[src/rtl/txstat_pkg.sv]
package txstat_pkg;

  localparam int STAT_W = 16;
  localparam int CC_W   = 4;
  localparam int CC_LO  = 3;

  localparam int B_VLAN  = 7;
  localparam int B_EXC   = 8;
  localparam int B_LATE  = 9;
  localparam int B_NOCRS = 10;
  localparam int B_LOSS  = 11;
  localparam int B_IPE   = 12;
  localparam int B_FLUSH = 13;
  localparam int B_JAB   = 14;

  // indices of the sticky per-frame condition flags
  localparam int N_STICKY  = 5;
  localparam int STK_VLAN  = 0;
  localparam int STK_UND   = 1;
  localparam int STK_JAB   = 2;
  localparam int STK_FLUSH = 3;
  localparam int STK_IPE   = 4;

  typedef struct packed {
    logic [CC_W-1:0] cc;
    logic            vlan;
    logic            exc;
    logic            late;
    logic            nocrs;
    logic            loss;
    logic            ipe;
    logic            flush;
    logic            jab;
  } txstat_fields_t;

  function automatic logic [STAT_W-1:0] pack_status(input txstat_fields_t f);
    logic [STAT_W-1:0] w;
    w                 = '0;
    w[CC_LO +: CC_W]  = f.cc;
    w[B_VLAN]         = f.vlan;
    w[B_EXC]          = f.exc;
    w[B_LATE]         = f.late;
    w[B_NOCRS]        = f.nocrs;
    w[B_LOSS]         = f.loss;
    w[B_IPE]          = f.ipe;
    w[B_FLUSH]        = f.flush;
    w[B_JAB]          = f.jab;
    return w;
  endfunction

endpackage

[src/rtl/txstat_window.sv]
// Byte-time counter for the current attempt; saturates at the window size.
module txstat_window #(
  parameter int WINDOW_BYTES = 64
) (
  input  logic clk,
  input  logic rst_n,
  input  logic restart,
  input  logic active,
  input  logic tick,
  output logic beyond
);
  localparam int BW = $clog2(WINDOW_BYTES + 1);
  localparam logic [BW-1:0] WIN_V = BW'(WINDOW_BYTES);

  logic [BW-1:0] cnt_q;

  always_ff @(posedge clk or negedge rst_n) begin
    if (!rst_n)                              cnt_q <= '0;
    else if (restart)                        cnt_q <= '0;
    else if (active && tick && cnt_q != WIN_V) cnt_q <= cnt_q + 1'b1;
  end

  assign beyond = (cnt_q == WIN_V);

endmodule

[src/rtl/txstat_coll.sv]
// Collision accounting and the retry / give-up decision.
module txstat_coll #(
  parameter int ATTEMPT_LIMIT = 16,
  parameter int CNT_W         = 4
) (
  input  logic             clk,
  input  logic             rst_n,
  input  logic             hit,
  input  logic             late_zone,
  input  logic             no_retry,
  input  logic             clear,
  output logic [CNT_W-1:0] cnt_now,
  output logic             exc_now,
  output logic             late_now,
  output logic             retry_now
);
  localparam int AW = $clog2(ATTEMPT_LIMIT + 1);
  localparam logic [AW:0] LIM_V = (AW+1)'(ATTEMPT_LIMIT);

  logic [CNT_W-1:0] cnt_q, cnt_inc;
  logic [AW-1:0]    att_q;
  logic [AW:0]      att_next;
  logic             give_up;

  always_comb begin
    cnt_inc   = (&cnt_q) ? cnt_q : cnt_q + 1'b1;
    att_next  = {1'b0, att_q} + 1'b1;
    give_up   = no_retry || (att_next >= LIM_V);
    late_now  = hit && late_zone;
    exc_now   = hit && !late_zone && give_up;
    retry_now = hit && !late_zone && !give_up;
    cnt_now   = hit ? cnt_inc : cnt_q;
  end

  always_ff @(posedge clk or negedge rst_n) begin
    if (!rst_n) begin
      cnt_q <= '0;
      att_q <= '0;
    end else if (clear) begin
      cnt_q <= '0;
      att_q <= '0;
    end else if (hit) begin
      cnt_q <= cnt_inc;
      att_q <= att_next[AW-1:0];
    end
  end

endmodule

[src/rtl/txstat_sticky.sv]
// Per-frame sticky condition flags; outputs include the current cycle.
module txstat_sticky #(
  parameter int N = 5
) (
  input  logic         clk,
  input  logic         rst_n,
  input  logic         active,
  input  logic         clear,
  input  logic [N-1:0] ev,
  output logic [N-1:0] seen_now
);
  for (genvar i = 0; i < N; i++) begin : g_flag
    logic q;
    assign seen_now[i] = q | (active & ev[i]);
    always_ff @(posedge clk or negedge rst_n) begin
      if (!rst_n)     q <= 1'b0;
      else if (clear) q <= 1'b0;
      else            q <= seen_now[i];
    end
  end
endmodule

[src/rtl/txstat_carrier.sv]
// Carrier-sense history over the active cycles of a frame.
module txstat_carrier (
  input  logic clk,
  input  logic rst_n,
  input  logic active,
  input  logic clear,
  input  logic crs,
  output logic seen_now,
  output logic drop_now
);
  logic seen_q, drop_q;

  assign seen_now = seen_q | (active & crs);
  assign drop_now = drop_q | (active & !crs & seen_q);

  always_ff @(posedge clk or negedge rst_n) begin
    if (!rst_n) begin
      seen_q <= 1'b0;
      drop_q <= 1'b0;
    end else if (clear) begin
      seen_q <= 1'b0;
      drop_q <= 1'b0;
    end else begin
      seen_q <= seen_now;
      drop_q <= drop_now;
    end
  end
endmodule

[src/rtl/txstat_tracker.sv]
module txstat_tracker
  import txstat_pkg::*;
#(
  parameter int ATTEMPT_LIMIT = 16,
  parameter int WINDOW_BYTES  = 64
) (
  input  logic              clk,
  input  logic              rst_n,
  input  logic              tx_start,
  input  logic              tx_end,
  input  logic              byte_tick,
  input  logic              coll,
  input  logic              crs,
  input  logic              underflow,
  input  logic              jabber,
  input  logic              vlan,
  input  logic              flush,
  input  logic              ip_err,
  input  logic              cfg_half_duplex,
  input  logic              cfg_no_retry,
  input  logic              cfg_jabber_off,
  output logic              retry_o,
  output logic              abort_o,
  output logic [STAT_W-1:0] stat_word,
  output logic              stat_valid
);
  logic            active_q;
  logic            start_ok, hit, beyond;
  logic [CC_W-1:0] cnt_now;
  logic            exc_now, late_now, retry_now, abort_now, finish;
  logic [N_STICKY-1:0] ev, seen;
  logic            crs_seen, crs_drop;
  txstat_fields_t  fld;

  assign start_ok  = tx_start && !active_q;
  assign hit       = active_q && coll && cfg_half_duplex;
  assign abort_now = exc_now || late_now;
  // a counted collision takes precedence over a same-cycle end of frame
  assign finish    = abort_now || (active_q && tx_end && !hit);

  always_ff @(posedge clk or negedge rst_n) begin
    if (!rst_n)                      active_q <= 1'b0;
    else if (start_ok)               active_q <= 1'b1;
    else if (finish || retry_now)    active_q <= 1'b0;
  end

  txstat_window #(.WINDOW_BYTES(WINDOW_BYTES)) u_win (
    .clk(clk), .rst_n(rst_n), .restart(start_ok), .active(active_q),
    .tick(byte_tick), .beyond(beyond)
  );

  txstat_coll #(.ATTEMPT_LIMIT(ATTEMPT_LIMIT), .CNT_W(CC_W)) u_coll (
    .clk(clk), .rst_n(rst_n), .hit(hit), .late_zone(beyond),
    .no_retry(cfg_no_retry), .clear(finish), .cnt_now(cnt_now),
    .exc_now(exc_now), .late_now(late_now), .retry_now(retry_now)
  );

  always_comb begin
    ev            = '0;
    ev[STK_VLAN]  = vlan;
    ev[STK_UND]   = underflow;
    ev[STK_JAB]   = jabber;
    ev[STK_FLUSH] = flush;
    ev[STK_IPE]   = ip_err;
  end

  txstat_sticky #(.N(N_STICKY)) u_stk (
    .clk(clk), .rst_n(rst_n), .active(active_q), .clear(finish),
    .ev(ev), .seen_now(seen)
  );

  txstat_carrier u_crs (
    .clk(clk), .rst_n(rst_n), .active(active_q), .clear(finish),
    .crs(crs), .seen_now(crs_seen), .drop_now(crs_drop)
  );

  always_comb begin
    fld.cc    = cnt_now;
    fld.vlan  = seen[STK_VLAN];
    fld.exc   = exc_now;
    fld.late  = late_now && !seen[STK_UND];
    fld.nocrs = !crs_seen;
    fld.loss  = crs_drop && cfg_half_duplex && (cnt_now == '0);
    fld.ipe   = seen[STK_IPE];
    fld.flush = seen[STK_FLUSH];
    fld.jab   = seen[STK_JAB] && !cfg_jabber_off;
  end

  always_ff @(posedge clk or negedge rst_n) begin
    if (!rst_n) begin
      retry_o    <= 1'b0;
      abort_o    <= 1'b0;
      stat_valid <= 1'b0;
      stat_word  <= '0;
    end else begin
      retry_o    <= retry_now;
      abort_o    <= abort_now;
      stat_valid <= finish;
      if (finish) stat_word <= pack_status(fld);
    end
  end

endmodule

[config.mk]
export PLATFORM = sky130hd
export DESIGN_NAME = txstat_tracker
export DESIGN_NICKNAME = d
export VERILOG_FILES = /design/src/rtl/txstat_pkg.sv /design/src/rtl/txstat_window.sv /design/src/rtl/txstat_coll.sv /design/src/rtl/txstat_sticky.sv /design/src/rtl/txstat_carrier.sv /design/src/rtl/txstat_tracker.sv
export SDC_FILE = /design/constraint.sdc
export NUM_CORES = 1
export LEC_CHECK = 0
export BUFFER_PORTS_ARGS = -buffer_cell sky130_fd_sc_hd__buf_2
export CAP_MARGIN = 15
export CORE_MARGIN = 2
export CORE_UTILIZATION = 39
export CTS_CLUSTER_DIAMETER = 30
export DETAILED_ROUTE_END_ITERATION = 10
export GPL_ROUTABILITY_DRIVEN = 0
export SKIP_CTS_REPAIR_TIMING = 1
export SLEW_MARGIN = 20
export SYNTH_ARGS = -nofsm -noshare
export SYNTH_HDL_FRONTEND = slang
export SYNTH_SLANG_ARGS = --single-unit
[constraint.sdc]
create_clock -name clk -period 2.55 [get_ports clk]
set_input_delay 0.255 -clock clk [delete_from_list [all_inputs] [get_ports clk]]
set_output_delay 0.255 -clock clk [all_outputs]
set_load 0.1 [all_outputs]
==> flow_metrics.tcl <==
set metrics [dict create \
    status "completed" \
    cts_max_level 2 \
    cap_violations 0 \
    cp_data_required_time_ps 2730 \
    yosys.area_share.simple 0.1739 \
    routed-via-count 1290 \
    core_mm2 0.004414 \
    grt_pass1_vias 1305 \
    finalMaxSlewViolations 0 \
    worstSetupPathType "reg -> reg" \
    clock_sinks 39 \
    tightest_slew_ps 874.8 \
    drt_pass1_iterations 4 \
    rsz0062_at_grt "false" \
    synth_area_leaders "dfrtp_1 54%, nor2_1 4.3%, nand2_1 3.5%, o21ai_0 3.0%, o41ai_4 3.0%" \
    grt_max_degree 40 \
    final_area_mm2 0.002073 \
    yosysUniqueCellTypes 39 \
    dp_hpwl_mm 2.623 \
    synth_top_family_by_area "simple AND/OR/NAND/NOR gates" \
    grt_use_total 0.1532 \
    maxSlewHeadroom 0.4168 \
    dieHeight_um 72.18 \
    final_nets 217 \
    syn_inst 167 \
    hp-class "in -> async" \
    clock_skew_ps 3.952 \
    yosysSeqAreaShare 0.5383 \
    grt_pass1_wl_mm 6.113 \
    clk_path_buf_depth 2 \
    fill_cells 419 \
    via_per_inst 5.139 \
    vdd_drop_max_mv 0.4553 \
    cts_buffers 5 \
    grt_overflow 0 \
    wl_per_cell_um 14.07 \
    syn_to_final_growth_pct 14.35 \
    r2r_end "stat_word[10]$_DFFE_PN0N_" \
    synth-edff-count 0 \
    critPathCaptureType "flip-flop" \
    post-place-ws_ps 601.9 \
    start_util 0.4107 \
    synth_xor_xnor_area_share 0.04348 \
    num_rows 24 \
    finalHoldWorstSlack_ps 81.33 \
    io_buffer_count 29 \
    drc 0 \
    p_per_area_mw_per_mm2 1051 \
    dieArea_mm2 0.005210 \
    routed_wl_mm 3.531 \
    r2r-start "u_coll.att_q[0]$_DFFE_PN0P_" \
    worst_slack_ps 608.8 \
    cts_tree "done" \
    synth_mux_area_frac 0.03106 \
    io_pins 34 \
    first_iter_violations 59 \
    placed_area_mm2 0.001969 \
    path_max_fanout 21 \
    synth_top_area_share 0.5383 \
    drive_above_1_share 0.2513 \
    yosys.area.top_type "dfrtp_1" \
    worstSkewPairLatency_ps 290 \
    min_period_over_period 0.7612 \
    synth-main-ff-cell "dfrtp_1" \
    antenna_found_initial 0 \
    ctsRootBufferMaster "clkbuf_8" \
    min_period_ps 1941 \
    max_freq_mhz 515.2 \
    cp.arrival_ps 2120 \
    synth_warnings 0 \
    path_clk_slew_ps 80 \
    antenna_left 0 \
    syn_area_per_cell_um2 10.86 \
    total_leakage_power_uw 0.001068 \
    ys_ff_latch 39 \
    num_antenna_cells 0 \
    die_w_um 72.18 \
    syn_area_mm2 0.001813 \
    tns_ps 0 \
    r2r_slack_ps 610 \
    finalHoldViolations 0 \
    synth_compound_area_frac 0.1311 \
    async_flop_share 1.000 \
    start_kind "flip-flop" \
    utilization 0.4697 \
    yosys.area_share.adder 0.02761 \
    final-setup-viol-count 0 \
    rr_worst_depth 6 \
]
==> where the power goes <==
part	internal [uW]	switching, uW	leakage, uW
combinational	188	680	0.000504
sequential	749	94.7	0.000514
clock	246	220	0.0000505
total	1180	995	0.00107
==> worst max path at each step <==
stage               slack (ps)                         from                        end  depth (start not counted)
floorplan                  760  u_coll.att_q[0]$_DFFE_PN0P_  stat_word[10]$_DFFE_PN0N_                          6
global placement           670  u_coll.att_q[0]$_DFFE_PN0P_  stat_word[10]$_DFFE_PN0N_                          6
detailed placement         600  u_coll.att_q[0]$_DFFE_PN0P_  stat_word[10]$_DFFE_PN0N_                          6
CTS                        590  u_coll.att_q[0]$_DFFE_PN0P_  stat_word[10]$_DFFE_PN0N_                          6
global route               460  u_coll.att_q[0]$_DFFE_PN0P_  stat_word[10]$_DFFE_PN0N_                          6
finish                     610  u_coll.att_q[0]$_DFFE_PN0P_  stat_word[10]$_DFFE_PN0N_                          6
==> layout by cell type (no fill, tap or decap), types with 4 or more instances in the layout <==
master / instances
xor2_1: 5
conb_1: 4
xnor2_1: 4
o21ai_0: 11
ha_1: 4
clkbuf_8: 7
nor2_1: 21
a21oi_1: 10
dfrtp_1: 39
buf_2: 29
nand2_1: 17
nand3_1: 5
and3_1: 6
==> cells by family after synthesis <==
kind of cell,after synthesis
multiplexers,5
adder cells (fa/ha/maj),4
AO/OA/AOI/OAI,32
other,1
AND/OR/NAND/NOR,63
buffers and inverters,14
flip-flops,39
XOR/XNOR,9
==> critical path, stage by stage, from the launching register on <==
cell and delay, ps:
dfrtp_1 410, ha_1 190, nand3_1 100, xnor2_1 200
o41ai_4 330, buf_4 290, mux2_4 320
==> layout make-up <==
type / count / area (um2) / share of cell area
clock buffers: 7 / 96.34 / 0.04647
clock inverters: 1 / 7.507 / 0.003621
inverters: 4 / 15.01 / 0.007242
multi-input cells: 117 / 753.2 / 0.3633
flip-flops and latches: 39 / 975.9 / 0.4707
well taps: 52 / 65.06 / 0.03138
repair buffers: 31 / 160.2 / 0.07725
==> sequential cells by signal, indices dropped and copies added (netlist names) <==
| register | count |
|---|---|
| u_crs.drop_q | 1 |
| stat_valid | 1 |
| abort_o | 1 |
| u_coll.att_q | 5 |
| active_q | 1 |
| u_stk.g_flag.q | 5 |
| retry_o | 1 |
| u_win.cnt_q | 7 |
| u_coll.cnt_q | 4 |
| u_crs.seen_q | 1 |
| stat_word | 12 |
==> per-stage QoR <==
stage / instances / total power, uW
after floorplan: 170 / 1576
after global placement: 243 / 1704
after detailed placement: 243 / 1731
after CTS: 251 / 2198
after global routing: 251 / 2296
final: 251 / 2178
==> layer usage <==
metal / track usage / wire length [um] / up-vias
met4: 0.05870 / 48 / 0
li1: - / - / 621
met1: 0.1982 / 1558 / 635
met2: 0.2436 / 1777 / 28
met5: 0 / 0 / -
met3: 0.04444 / 146 / 6
==> cell usage after synthesis (2+ instances only) <==
cell type / count
xor2_1: 5
a31oi_1: 2
nand2b_1: 3
ha_1: 4
and3_1: 6
dfrtp_1: 39
o41ai_4: 2
inv_1: 3
o21ai_0: 11
buf_6: 3
nand3_1: 5
mux2i_1: 3
xnor2_1: 4
a22o_1: 3
nor2_1: 21
buf_4: 5
a21oi_1: 10
nand2_1: 17
(Power assumes the default switching activity.)
